### src/rtl/spi_flag_pkg.sv
package spi_flag_pkg;
  localparam int DW = 8;
  localparam int AW = 2;

  typedef enum logic [AW-1:0] {
    REG_STATUS = 2'd0,
    REG_CTRL   = 2'd1,
    REG_DATA   = 2'd2,
    REG_NONE   = 2'd3
  } reg_sel_e;

  // control bit positions
  localparam int CB_EN   = 0;
  localparam int CB_MSTR = 1;
  localparam int CB_IEN  = 2;
  localparam int CB_CPHA = 3;

  // status bit positions
  localparam int SB_DONE = 7;
  localparam int SB_WCOL = 6;
  localparam int SB_MODF = 4;

  // sticky flags cleared by data access
  localparam int NSTK    = 2;
  localparam int FI_DONE = 0;
  localparam int FI_WCOL = 1;

  function automatic logic [DW-1:0] pack_status(input logic done, input logic wcol,
                                                input logic modf);
    logic [DW-1:0] s;
    s          = '0;
    s[SB_DONE] = done;
    s[SB_WCOL] = wcol;
    s[SB_MODF] = modf;
    return s;
  endfunction

  function automatic logic [DW-1:0] ctl_next(input logic [DW-1:0] cur, input logic wr,
                                             input logic [DW-1:0] wd, input logic hold_off,
                                             input logic fault);
    logic [DW-1:0] n;
    n = cur;
    if (wr) begin
      n = wd;
      if (hold_off) begin
        n[CB_EN]   = 1'b0;
        n[CB_MSTR] = 1'b0;
      end
    end
    if (fault) begin
      n[CB_EN]   = 1'b0;
      n[CB_MSTR] = 1'b0;
    end
    return n;
  endfunction
endpackage

### src/rtl/spi_xfer_tracker.sv
module spi_xfer_tracker (
  input  logic clk,
  input  logic rst_n,
  input  logic en,
  input  logic mstr,
  input  logic cpha,
  input  logic ss_n,
  input  logic sck_edge,
  input  logic xfer_done,
  input  logic data_wr,
  output logic busy,
  output logic tx_start
);
  logic ss_q;
  logic ss_fall, ss_rise;
  logic busy_d;

  assign ss_fall  = ss_q & ~ss_n;
  assign ss_rise  = ~ss_q & ss_n;
  assign tx_start = data_wr & en & mstr & ~busy;

  always_comb begin
    busy_d = busy;
    if (!en)
      busy_d = 1'b0;
    else if (mstr) begin
      if (xfer_done)     busy_d = 1'b0;
      else if (tx_start) busy_d = 1'b1;
    end else if (!cpha) begin
      if (ss_rise)      busy_d = 1'b0;
      else if (ss_fall) busy_d = 1'b1;
    end else begin
      if (xfer_done)               busy_d = 1'b0;
      else if (!ss_n && sck_edge)  busy_d = 1'b1;
    end
  end

  always_ff @(posedge clk) begin
    if (!rst_n) begin
      ss_q <= 1'b1;
      busy <= 1'b0;
    end else begin
      ss_q <= ss_n;
      busy <= busy_d;
    end
  end
endmodule

### src/rtl/spi_sticky_flag.sv
module spi_sticky_flag (
  input  logic clk,
  input  logic rst_n,
  input  logic set,
  input  logic sts_rd,
  input  logic clr_acc,
  output logic flag
);
  logic armed;

  always_ff @(posedge clk) begin
    if (!rst_n) begin
      flag  <= 1'b0;
      armed <= 1'b0;
    end else begin
      if (sts_rd)       armed <= flag;
      else if (clr_acc) armed <= 1'b0;
      if (set)                          flag <= 1'b1;
      else if (clr_acc && armed && flag) flag <= 1'b0;
    end
  end
endmodule

### src/rtl/spi_fault_ctl.sv
module spi_fault_ctl
  import spi_flag_pkg::*;
(
  input  logic          clk,
  input  logic          rst_n,
  input  logic          ss_n,
  input  logic          sts_rd,
  input  logic          ctl_wr,
  input  logic [DW-1:0] wd,
  output logic [DW-1:0] ctl_q,
  output logic          modf,
  output logic          fault
);
  logic armed;
  logic restore_ok;

  assign fault      = ctl_q[CB_MSTR] & ~ss_n;
  assign restore_ok = ~modf | armed;

  always_ff @(posedge clk) begin
    if (!rst_n) begin
      ctl_q <= '0;
      modf  <= 1'b0;
      armed <= 1'b0;
    end else begin
      ctl_q <= ctl_next(ctl_q, ctl_wr, wd, ~restore_ok, fault);
      if (sts_rd)      armed <= modf;
      else if (ctl_wr) armed <= 1'b0;
      if (fault)                        modf <= 1'b1;
      else if (ctl_wr && armed && modf) modf <= 1'b0;
    end
  end
endmodule

### src/rtl/spi_flag_unit.sv
module spi_flag_unit
  import spi_flag_pkg::*;
(
  input  logic          clk,
  input  logic          rst_n,
  input  logic          ss_n,
  input  logic          sck_edge,
  input  logic          xfer_done,
  input  logic [AW-1:0] cpu_addr,
  input  logic          cpu_rd,
  input  logic          cpu_wr,
  input  logic [DW-1:0] cpu_wdata,
  output logic [DW-1:0] cpu_rdata,
  output logic          ctl_en,
  output logic          ctl_mstr,
  output logic          ctl_cpha,
  output logic          irq,
  output logic          tx_start,
  output logic          xfer_busy
);
  // named bus events
  logic sts_rd, data_acc, data_wr, ctl_wr;
  assign sts_rd   = cpu_rd & (cpu_addr == REG_STATUS);
  assign data_acc = (cpu_rd | cpu_wr) & (cpu_addr == REG_DATA);
  assign data_wr  = cpu_wr & (cpu_addr == REG_DATA);
  assign ctl_wr   = cpu_wr & (cpu_addr == REG_CTRL);

  logic [DW-1:0] ctl_q;
  logic          flag_modf, fault;
  logic          ctl_ien;

  spi_fault_ctl u_fault (
    .clk(clk), .rst_n(rst_n), .ss_n(ss_n), .sts_rd(sts_rd), .ctl_wr(ctl_wr),
    .wd(cpu_wdata), .ctl_q(ctl_q), .modf(flag_modf), .fault(fault)
  );

  assign ctl_en   = ctl_q[CB_EN];
  assign ctl_mstr = ctl_q[CB_MSTR];
  assign ctl_cpha = ctl_q[CB_CPHA];
  assign ctl_ien  = ctl_q[CB_IEN];

  spi_xfer_tracker u_trk (
    .clk(clk), .rst_n(rst_n), .en(ctl_en), .mstr(ctl_mstr), .cpha(ctl_cpha),
    .ss_n(ss_n), .sck_edge(sck_edge), .xfer_done(xfer_done), .data_wr(data_wr),
    .busy(xfer_busy), .tx_start(tx_start)
  );

  logic [NSTK-1:0] set_v, flag_v;
  assign set_v[FI_DONE] = xfer_done;
  assign set_v[FI_WCOL] = data_wr & xfer_busy;

  for (genvar i = 0; i < NSTK; i++) begin : g_stk
    spi_sticky_flag u_flag (
      .clk(clk), .rst_n(rst_n), .set(set_v[i]), .sts_rd(sts_rd),
      .clr_acc(data_acc), .flag(flag_v[i])
    );
  end

  logic flag_done, flag_wcol;
  assign flag_done = flag_v[FI_DONE];
  assign flag_wcol = flag_v[FI_WCOL];

  assign irq = ctl_ien & (flag_done | flag_modf);

  always_comb begin
    unique case (cpu_addr)
      REG_STATUS: cpu_rdata = pack_status(flag_done, flag_wcol, flag_modf);
      REG_CTRL:   cpu_rdata = ctl_q;
      default:    cpu_rdata = '0;
    endcase
  end
endmodule

### config.mk
export PLATFORM = sky130hd
export DESIGN_NAME = spi_flag_unit
export DESIGN_NICKNAME = d
export VERILOG_FILES = /design/src/rtl/spi_flag_pkg.sv /design/src/rtl/spi_xfer_tracker.sv /design/src/rtl/spi_sticky_flag.sv /design/src/rtl/spi_fault_ctl.sv /design/src/rtl/spi_flag_unit.sv
export SDC_FILE = /design/constraint.sdc
export NUM_CORES = 1
export LEC_CHECK = 0
export ABC_AREA = 1
export CAP_MARGIN = 20
export CORE_MARGIN = 2
export CORE_UTILIZATION = 30
export CTS_BUF_LIST = sky130_fd_sc_hd__clkbuf_16
export DETAILED_ROUTE_END_ITERATION = 8
export SLEW_MARGIN = 25
export SYNTH_ARGS = -nofsm -noshare
export SYNTH_HDL_FRONTEND = slang
export SYNTH_SLANG_ARGS = --single-unit
### constraint.sdc
create_clock -name clk -period 3.1 [get_ports clk]
set_input_delay 0.93 -clock clk [delete_from_list [all_inputs] [get_ports clk]]
set_output_delay 0.93 -clock clk [all_outputs]
set_load 0.02 [all_outputs]
Word-level counts from Yosys, hierarchy flattened
Index checks and enable logic that the tools add are counted.
- flip-flop bits (word level): 16
- logic and storage cells: 73
- mux-type cells: 21
- reductions and logical operators: 18
- eq/ne operators: 4
- bitwise operators: 20
- operators with widths (kind ; number):
    1-bit 2-to-1 mux ; 19
    8-bit case mux with 2 select lines ; 1
    1-bit AND ; 12
    2-bit nonzero test ; 5
    1-bit logical AND ; 7
    1-bit NOT ; 5
    4-bit by 3-bit inequality test with 1-bit output (second input constant) ; 1
    4-bit nonzero test ; 1
    3-bit inequality test (second input constant) ; 1
    1-bit bitwise OR ; 3
    3-bit AND reduction ; 1
    2-bit by 1-bit == test with 1-bit output (second input constant) ; 1
    2-bit == test (second input constant) ; 1
    2-bit logical NOT ; 1
    2-bit 2-to-1 mux ; 1
    2-bit AND reduction ; 1
    2-bit OR reduction ; 1
    1-bit logical NOT ; 1

Logic depth before layout (Yosys ltp)
Gate-level depths: netlist (run 1).
- word-level depth: 8
- gate-level depth with buffers: 7
- gate-level depth less buffers: 7

Hierarchy
A second synthesis (run 1) with hierarchy kept.
- cell total of the unflattened synthesis: 135
- area total of the unflattened synthesis: 854.6 um2
- modules (own cells, without submodules) (module ; sequential area each (um2) ; area each (um2) ; cells each ; instances):
    spi_fault_ctl ; 200.2 ; 414.1 ; 54 ; 1
    spi_sticky_flag ; 40.0 ; 85.1 ; 12 ; 2
    spi_flag_unit ; 0.0 ; 137.6 ; 34 ; 1
    spi_xfer_tracker ; 40.0 ; 132.6 ; 23 ; 1

Worst setup path after synthesis (run 1)
No wires, ideal clock.
- path kind: input to output
- start point: input port cpu_addr[1]
- end point: output port cpu_rdata[6]
- required time: 2.170 ns
- cell stages on the path: 3
- slack: 0.532 ns
- arrival time: 1.638 ns
- path buffers: 0
- cells stage by stage: inv_2 > nand2_1 > o21ai_0
- word-level cells in the longest chain between the ends: 2
- RTL lines (element ; RTL line ; text):
    start, declared ; spi_flag_unit.sv:9 ; input logic [AW-1:0] cpu_addr,
    2-bit by 1-bit == test with 1-bit output / 2-bit logical NOT (equally long branches) ; spi_flag_unit.sv:66 ; unique case (cpu_addr)
    8-bit case mux with 2 select lines * ; spi_flag_unit.sv:66 ;
    end, declared ; spi_flag_unit.sv:13 ; output logic [DW-1:0] cpu_rdata,
Every way passes the cells marked *; elsewhere a longest branch is shown, timed or not.

Final worst setup path (run 1)
- start point: input port cpu_addr[0]
- end point: output port cpu_rdata[5]
The elaborated chain is that of the path after synthesis.

==> impl_metrics.json, run 1 <==
{
  "run_status": "complete, no violations",
  "core_area_um2": 2480,
  "ys_ff_latch": 16,
  "power.leakage_nw": 0.522,
  "fill_count": 271,
  "layout.cells.most_common_list": "21 x sky130_fd_sc_hd__inv_1, 21 x sky130_fd_sc_hd__nand2_1, 21 x sky130_fd_sc_hd__clkdlybuf4s50_1",
  "vias_in_the_first_global_route": 751,
  "antenna_cells_inserted": 0,
  "worst-slew-pin-transition_ns": 0.351,
  "global_route.overflow_total": 0,
  "cts_buffer_depth": 2,
  "synth_edf_count": 0,
  "timing.critical_path.slowest_stage_cell": "sky130_fd_sc_hd__clkdlybuf4s50_1",
  "worst_hold_slack_ns": 0.448,
  "synth-main-ff-cell": "sky130_fd_sc_hd__dfxtp_1",
  "detailed_router_iteration_count_before_antenna_repair": 4,
  "layout-drive-gt1-share_pct": 14.8,
  "die_w_um": 54.9,
  "insertion_delay_ns": 0.24,
  "final_min_period_over_clock_period_pct": 96.6,
  "yosysWarnings": 0,
  "p_per_area_nw_per_um2": 458,
  "post_layout_power_mw": 0.560,
  "maxCapViolations": 0,
  "numPortBuffers": 30,
  "synth_fp_nets": 133,
  "timing.critical_path.required_ns": 2.17,
  "die_area_um2": 3020,
  "h-tree-depth": 1,
  "cts.clk_slew.worst_paths_ns": 0.05,
  "viasPerCell": 4.42,
  "synthDistinctLibCells": 19,
  "initial_core_util_pct": 31.4,
  "first_pass_grt_wire_length_um": 3150,
  "multiInputGateArea_um2": 358,
  "worst-endpoint-arrival_ns": 2.06,
  "tritoncts": "built",
  "ir_worst_vdd_mv": 0.342,
  "cp_slowest_stage_delay_ns": 0.50,
  "drt.antenna.violating_nets": 0,
  "drc_errors": 0,
  "grt_setup_unrepaired": "no",
  "setup_violation_total_in_the_final_timing_report": 0,
  "critical_path.cell_chain": "clkdlybuf4s50_1 > nand2_2 > buf_4 > nor2_1 > clkdlybuf4s15_2",
  "tritoncts.num_buffers": 3,
  "row_count": 18,
  "final-max-slew-violation-count": 0,
  "final-hold-violation-count": 0,
  "start_kind": "input port",
  "combined_global_route_utilization_of_all_metal_layers_pct": 14.7,
  "final_critical_path_setup_slack_ns": 0.106,
  "grt_antenna_before_repair": 0,
  "finalWirelength_um": 1910,
  "layout_area_growth_over_synthesis_pct": 57.1,
  "ff_latch_area_um2": 320,
  "postCtsSetupBuffers": 0,
  "setup_total_negative_slack_ns": 0,
  "pin_count": 31,
  "dpl_hpwl_um": 1470,
  "min_path_type": "reg -> reg",
  "gp_routability_congestion": 0.712,
  "clock_sinks": 16,
  "fin_skew_ns": 0.00218,
  "grt_start_max_net_pins": 19,
  "period_minus_slack_ns": 2.99,
  "critical_path.endpoint_type": "output pin",
  "drt_iter0_drc": 5,
  "synthCells": 115,
  "design.final.nets": 174,
  "asyncSetResetFlopFracSynth_pct": 0,
  "cts_root_buf": "sky130_fd_sc_hd__clkbuf_16",
  "vias": 818,
  "dieHeight_um": 54.9,
  "post_synth.cell_area_avg_um2": 6.77,
  "criticalPathCategory": "in -> out",
  "max-slew-margin-rel_pct": 76.5,
  "synth_cell_area_um2": 778,
  "max_freq_mhz": 334,
  "critical_path_fanout_max": 6,
  "drt-wirelength-per-cell_um": 10.3,
  "yosysSeqAreaShare_pct": 41.2,
  "post_place_setup_slack_ns": -0.298
}
[final cells by class]
cell class	count	share of cell area [%]
multi-input combinational	74	29.3
timing repair buffer	38	27.9
sequential	16	26.2
inverter	23	7.06
clock buffer	3	6.14
tap	30	3.07
clock inverter	1	0.307
[timing repair]
action	4_1_cts	5_1_grt
gates resized for setup	21	7
hold buffers	0	0
hold endpoints to repair	0	0
setup endpoints to repair	9	7
[where the power goes]
group,internal [mW],switching (mW),total [mW]
Combinational,0.0443,0.0450,0.0893
Sequential,0.216,0.00607,0.222
Clock,0.171,0.0779,0.249
[path summary, 6_finish.rpt]
check                         from               end  slack (ns)  cells past startpoint
hold / removal    u_fault.ctl_q[6]  u_fault.ctl_q[6]        0.45                      2
hold reg to reg   u_fault.ctl_q[6]  u_fault.ctl_q[6]        0.45                      2
setup reg to reg        u_trk.ss_q        u_trk.busy        2.07                      7
setup / recovery       cpu_addr[0]      cpu_rdata[5]        0.11                      5
[worst max-delay path, delay by kind of cell]
kind	cells	cell delay (ns)
buffers and inverters	3	0.92
and+or+nand+nor	2	0.21
[through the flow]
stage	instances	util [%]	instance area, µm²
final	185	49.3	1220
after global routing	185	49.3	1220
after CTS	185	50.2	1240
after detailed placement	181	46.8	1160
after global placement	181	46.8	1160
after floorplan	115	-	778
[state kept, by name, indices dropped and copies added, names as in the netlist]
| signal | flops |
|---|---|
| g_stk.u_flag.armed | 2 |
| g_stk.u_flag.flag | 2 |
| u_fault.armed | 1 |
| u_fault.ctl_q | 8 |
| u_fault.modf | 1 |
| u_trk.busy | 1 |
| u_trk.ss_q | 1 |
[cells in the mapped netlist (2+ instances only)]
| cell | count | area share [%] |
|---|---|---|
| sky130_fd_sc_hd__nor2_1 | 12 | 5.8 |
| sky130_fd_sc_hd__o22ai_1 | 2 | 1.6 |
| sky130_fd_sc_hd__nand2_1 | 22 | 11 |
| sky130_fd_sc_hd__inv_1 | 21 | 10 |
| sky130_fd_sc_hd__o21ai_0 | 7 | 4.5 |
| sky130_fd_sc_hd__a21oi_1 | 15 | 9.6 |
| sky130_fd_sc_hd__nor3_1 | 3 | 1.9 |
| sky130_fd_sc_hd__nand3_1 | 7 | 4.5 |
| sky130_fd_sc_hd__dfxtp_1 | 16 | 41 |
[kinds of logic after synthesis]
group / after synthesis / synth area share (%)
flip-flops: 16 / 41.2
AND/OR/NAND/NOR: 48 / 27.5
buffers and inverters: 25 / 13.2
adder cells (fa/ha/maj): 1 / 1.61
AO/OA/AOI/OAI: 25 / 16.6
[per-layer routing]
metal	vias to the layer above	GRT usage (%)	part of all wire, %
li1	447	-	-
met1	346	18.3	46
met2	23	24.2	45
met3	2	2.96	7.3
met4	0	7.32	0.99
met5	-	0	0
(Power assumes the default switching activity.)
==> run 2, diff against run 1 <==
- CORE_ASPECT_RATIO: unset -> 2
==> run 2 against run 1 <==
First-iteration DRC count rose to 4.0 times the previous value. Via count up 1.1%. Hold slack better by 0.0045 ns. Sequential power about the same. Wire length up 0.68%. Register-to-register slack worse by 0.02 ns. Combinational power up 0.4%. Clock skew up 0.0032 ns. Largest cell class unchanged. Highest routed layer unchanged.
==> impl_metrics.json, run 2 (same netlist as run 1, synthesis figures left out) <==
{
  "period_minus_slack_ns": 2.95,
  "grt_use_met1_pct": 16.4,
  "layout-drive-gt1-share_pct": 13.7,
  "reg_to_reg_setup_timing_slack_ns": 2.05,
  "criticalPathCategory": "in -> out",
  "fill_count": 259,
  "final_min_period_over_clock_period_pct": 95.1,
  "drt_iter0_drc": 20,
  "layout.cells.most_common_list": "21 x sky130_fd_sc_hd__inv_1, 21 x sky130_fd_sc_hd__nand2_1, 19 x sky130_fd_sc_hd__clkdlybuf4s50_1",
  "insertion_delay_ns": 0.24,
  "post_layout_power_mw": 0.559,
  "cts_buffer_depth": 2,
  "maxCapViolations": 0,
  "postLayoutCoreUtil_pct": 49.6,
  "max_freq_mhz": 339,
  "finalNonFillerCells": 181,
  "setup_total_negative_slack_ns": 0,
  "drt.antenna.violating_nets": 0,
  "row_count": 26,
  "tritoncts.num_buffers": 3,
  "vias": 827,
  "p_per_area_nw_per_um2": 450,
  "vias_in_the_first_global_route": 857,
  "layout_area_growth_over_synthesis_pct": 59.5,
  "h-tree-depth": 1,
  "largest_register_ff_count": 8,
  "ir_worst_vdd_mv": 0.500,
  "clock_sinks": 16,
  "dieHeight_um": 76.0,
  "start_kind": "input port",
  "fin_skew_ns": 0.00534,
  "final-max-slew-violation-count": 0,
  "place.detailed.instances": 177,
  "numPortBuffers": 30,
  "grt.met2_usage_pct": 26.9,
  "cts_root_buf": "sky130_fd_sc_hd__clkbuf_16",
  "largest_registers": "u_fault.ctl_q x8, g_stk.u_flag.armed x2, g_stk.u_flag.flag x2",
  "global_route.overflow_total": 0,
  "pin_count": 31,
  "die_area_um2": 3040,
  "die_w_um": 40.0,
  "viasPerCell": 4.57,
  "initial_core_util_pct": 31.1,
  "timing.critical_path.required_ns": 2.17,
  "gp_routability_congestion": 0.794,
  "run_status": "complete, no violations",
  "drc_errors": 0,
  "core_area_um2": 2500,
  "critical_path.endpoint_type": "output pin",
  "design.final.nets": 172,
  "worst_hold_slack_ns": 0.453,
  "grt_setup_unrepaired": "no",
  "detailed_router_iteration_count_before_antenna_repair": 4,
  "worst-endpoint-arrival_ns": 2.02,
  "cts.clk_slew.worst_paths_ns": 0.05,
  "grt_start_max_net_pins": 19,
  "met3_usage_pct": 3.50,
  "top_register": "u_fault.ctl_q",
  "antenna_cells_inserted": 0,
  "combined_global_route_utilization_of_all_metal_layers_pct": 15.4,
  "worst-slew-pin-transition_ns": 0.345,
  "tritoncts": "built",
  "first_pass_grt_wire_length_um": 3420,
  "finalWirelength_um": 1930,
  "drt-wirelength-per-cell_um": 10.6,
  "power.leakage_nw": 0.523,
  "min_path_type": "reg -> reg",
  "setup_violation_total_in_the_final_timing_report": 0,
  "grt_antenna_before_repair": 0,
  "cts_hold_buffers": 0,
  "final-hold-violation-count": 0,
  "global_route.peak_usage_layer": "met2",
  "critical_path_fanout_max": 2,
  "postCtsSetupBuffers": 0,
  "max-slew-margin-rel_pct": 76.9,
  "dpl_hpwl_um": 1540
}
[run 2: what timing repair did]
item | 4_1_cts | 5_1_grt
endpoints found under the setup margin | 9 | 9
pin swaps | 0 | 0
gates resized for setup | 25 | 3
[run 2: power by group]
part / switching, mW / total [mW] / internal [mW]
Clock: 0.0760 / 0.247 / 0.171
Combinational: 0.0452 / 0.0897 / 0.0445
Sequential: 0.00645 / 0.222 / 0.216
Total: 0.128 / 0.559 / 0.431
[run 2: final timing paths]
path	start	to	depth (start not counted)
worst max-delay path	cpu_wr	tx_start	4
worst min-delay path	u_fault.ctl_q[5]	u_fault.ctl_q[5]	2
worst max register to register	u_trk.ss_q	u_trk.busy	7
worst min register to register	u_fault.ctl_q[5]	u_fault.ctl_q[5]	2
[run 2: final cells by class]
type | instances | area [µm²] | area share [%]
Timing Repair Buffer | 36 | 358 | 28.8
Clock buffer | 3 | 75.1 | 6.05
Inverter | 23 | 86.3 | 6.96
Multi-Input combinational cell | 74 | 363 | 29.2
Tap cell | 28 | 35.0 | 2.82
Sequential cell | 16 | 320 | 25.8
Clock inverter | 1 | 3.75 | 0.302
[run 2: metrics by stage]
| step | setup WS, ns | cell area, µm² |
|---|---|---|
| final | 0.152 | 1240 |
| after global routing | 0.0959 | 1240 |
| after CTS | 0.00807 | 1230 |
| after detailed placement | -0.362 | 1140 |
| after global placement | -0.340 | 1140 |
| after floorplan | 0.532 | 778 |
[run 2: routing by layer]
metal	vias to the layer above	wire (µm)
li1	443	-
met1	363	720
met2	19	1090
met3	2	96
met4	0	21
met5	-	0
[run 2: worst max-delay path: stages]
cell and delay [ns]:
sky130_fd_sc_hd__clkdlybuf4s50_1 0.48, sky130_fd_sc_hd__nand4_1 0.12, sky130_fd_sc_hd__nor3_1 0.13, sky130_fd_sc_hd__dlygate4sd2_1 0.35
==> run 3, diff against run 2 <==
- SKIP_CTS_REPAIR_TIMING: unset -> 1
==> run 3 against run 2 <==
Setup slack got worse by 0.072 ns. Non-clock buffer count unchanged. Hold slack about the same. First-iteration DRC count decreased by 30%. Die area unchanged. Total power decreased by 0.38%. Clock skew decreased by 0.00071 ns. Combinational power decreased by 2%. Via count increased by 0.12%. Cell count unchanged. Fmax decreased by 2.4%. Design area decreased by 2.6%.
==> impl_metrics.json, run 3 (same netlist as run 1, synthesis figures left out) <==
{
  "vias_in_the_first_global_route": 844,
  "period_minus_slack_ns": 3.02,
  "place.detailed.instances": 177,
  "final_min_period_over_clock_period_pct": 97.4,
  "p_seq_share_pct": 39.9,
  "layout-drive-gt1-share_pct": 12.4,
  "ff_latch_area_um2": 320,
  "critical_path_fanout_max": 5,
  "p_sw_share_pct": 22.8,
  "final-max-slew-violation-count": 0,
  "h-tree-depth": 1,
  "worst-endpoint-arrival_ns": 2.09,
  "fill_count": 263,
  "postPlaceCellArea_um2": 1140,
  "p_per_area_nw_per_um2": 461,
  "first_pass_grt_wire_length_um": 3380,
  "grt_setup_unrepaired": "yes",
  "tritoncts": "built",
  "power.leakage_nw": 0.575,
  "numPortBuffers": 30,
  "largest_register_ff_count": 8,
  "largest_registers": "u_fault.ctl_q x8, g_stk.u_flag.armed x2, g_stk.u_flag.flag x2",
  "top_register": "u_fault.ctl_q",
  "finalNonFillerCells": 181,
  "drt-wirelength-per-cell_um": 10.5,
  "finalInstanceArea_um2": 1210,
  "cts.clk_slew.worst_paths_ns": 0.05,
  "p_sw_mw": 0.127,
  "gp_routability_congestion": 0.794,
  "layout.cells.most_common_list": "21 x sky130_fd_sc_hd__inv_1, 21 x sky130_fd_sc_hd__nand2_1, 21 x sky130_fd_sc_hd__clkdlybuf4s50_1",
  "cts_root_buf": "sky130_fd_sc_hd__clkbuf_16",
  "drc_errors": 0,
  "criticalPathCategory": "in -> out",
  "post_place_setup_slack_ns": -0.362,
  "final-hold-violation-count": 0,
  "start_kind": "input port",
  "multiInputGateArea_um2": 358,
  "layout_area_growth_over_synthesis_pct": 55.3,
  "pin_count": 31,
  "die_area_um2": 3040,
  "max-slew-margin-rel_pct": 76.2,
  "fin_skew_ns": 0.00463,
  "grt_start_max_net_pins": 19,
  "drt.antenna.violating_nets": 0,
  "cts_buffer_depth": 2,
  "share_comb_of_total_power_pct": 15.8,
  "setup_violation_total_in_the_final_timing_report": 0,
  "ir_worst_vdd_mv": 0.499,
  "grt_antenna_before_repair": 0,
  "timing.critical_path.required_ns": 2.17,
  "core_area_um2": 2500,
  "tritoncts.num_buffers": 3,
  "maxCapViolations": 0,
  "row_count": 26,
  "dieHeight_um": 76.0,
  "insertion_delay_ns": 0.24,
  "design.final.nets": 172,
  "max_freq_mhz": 331,
  "drt_iter0_drc": 14,
  "clock_sinks": 16,
  "initial_core_util_pct": 31.1,
  "min_path_type": "reg -> reg",
  "combined_global_route_utilization_of_all_metal_layers_pct": 15.1,
  "dpl_hpwl_um": 1540,
  "final_critical_path_setup_slack_ns": 0.0804,
  "viasPerCell": 4.57,
  "critical_path.endpoint_type": "output pin",
  "p_int_mw": 0.430,
  "finalWirelength_um": 1900,
  "worst-slew-pin-transition_ns": 0.355,
  "antenna_cells_inserted": 0,
  "vias": 828,
  "clockPowerShare_pct": 44.3,
  "detailed_router_iteration_count_before_antenna_repair": 4,
  "run_status": "complete, no violations",
  "global_route.overflow_total": 0,
  "die_w_um": 40.0
}
## run 3: changes by cell type in the layout (fill, tap and decap cells not counted)
cell / delta
sky130_fd_sc_hd__clkbuf_2: +5
sky130_fd_sc_hd__clkdlybuf4s15_1: -1
sky130_fd_sc_hd__nor2_4: -1
sky130_fd_sc_hd__dlygate4sd2_1: -1
sky130_fd_sc_hd__clkdlybuf4s15_2: -7
sky130_fd_sc_hd__nor2_2: +1
sky130_fd_sc_hd__dlymetal6s2s_1: +2
sky130_fd_sc_hd__clkdlybuf4s50_1: +2
## run 3: power by group through the flow
stage | Clock [mW] | Combinational (mW) | Sequential [mW]
after global placement | 0 | 0.0887 | 0.226
after global routing | 0.260 | 0.0985 | 0.223
after CTS | 0.252 | 0.0907 | 0.222
final | 0.246 | 0.0878 | 0.222
after floorplan | 0 | 0.0413 | 0.228
after detailed placement | 0 | 0.0901 | 0.227
## run 3: area by class of cell
class / instances / area share, %
Timing Repair Buffer: 36 / 27.3
Sequential cell: 16 / 26.5
Clock inverter: 1 / 0.311
Multi-Input combinational cell: 74 / 29.6
Inverter: 23 / 7.14
Clock buffer: 3 / 6.21
Tap cell: 28 / 2.90
## run 3: worst max-delay path, stage by stage
cell and delay, ns:
sky130_fd_sc_hd__clkdlybuf4s50_1 0.57, sky130_fd_sc_hd__nand2_2 0.13, sky130_fd_sc_hd__buf_4 0.17, sky130_fd_sc_hd__nor2_1 0.07, sky130_fd_sc_hd__dlymetal6s2s_1 0.22
## run 3: metrics by stage
stage	hold WS (ns)	util (%)	setup TNS, ns	total power [mW]
floorplan	0.424	-	0	0.269
global placement	0.445	45.6	-2.78	0.315
detailed placement	0.446	45.6	-2.89	0.317
CTS	0.453	48.8	-3.04	0.565
global route	0.486	48.3	-0.0206	0.582
finish	0.453	48.3	0	0.557
## run 3: path summary, 6_finish.rpt
path / depth (start not counted) / endpoint / slack (ns) / start
setup / recovery: 5 / cpu_rdata[0] / 0.08 / cpu_addr[0]
hold / removal: 2 / u_fault.ctl_q[5] / 0.45 / u_fault.ctl_q[5]
setup reg to reg: 7 / u_trk.busy / 2.05 / u_trk.ss_q
hold reg to reg: 2 / u_fault.ctl_q[5] / 0.45 / u_fault.ctl_q[5]
## run 3: layer usage
| metal | up-vias | track usage (%) | part of all wire [%] |
|---|---|---|---|
| li1 | 442 | - | - |
| met1 | 361 | 16.2 | 38 |
| met2 | 21 | 26.5 | 55 |
| met3 | 4 | 3.50 | 5.4 |
| met4 | 0 | 5.17 | 1.6 |
| met5 | - | 0 | 0 |
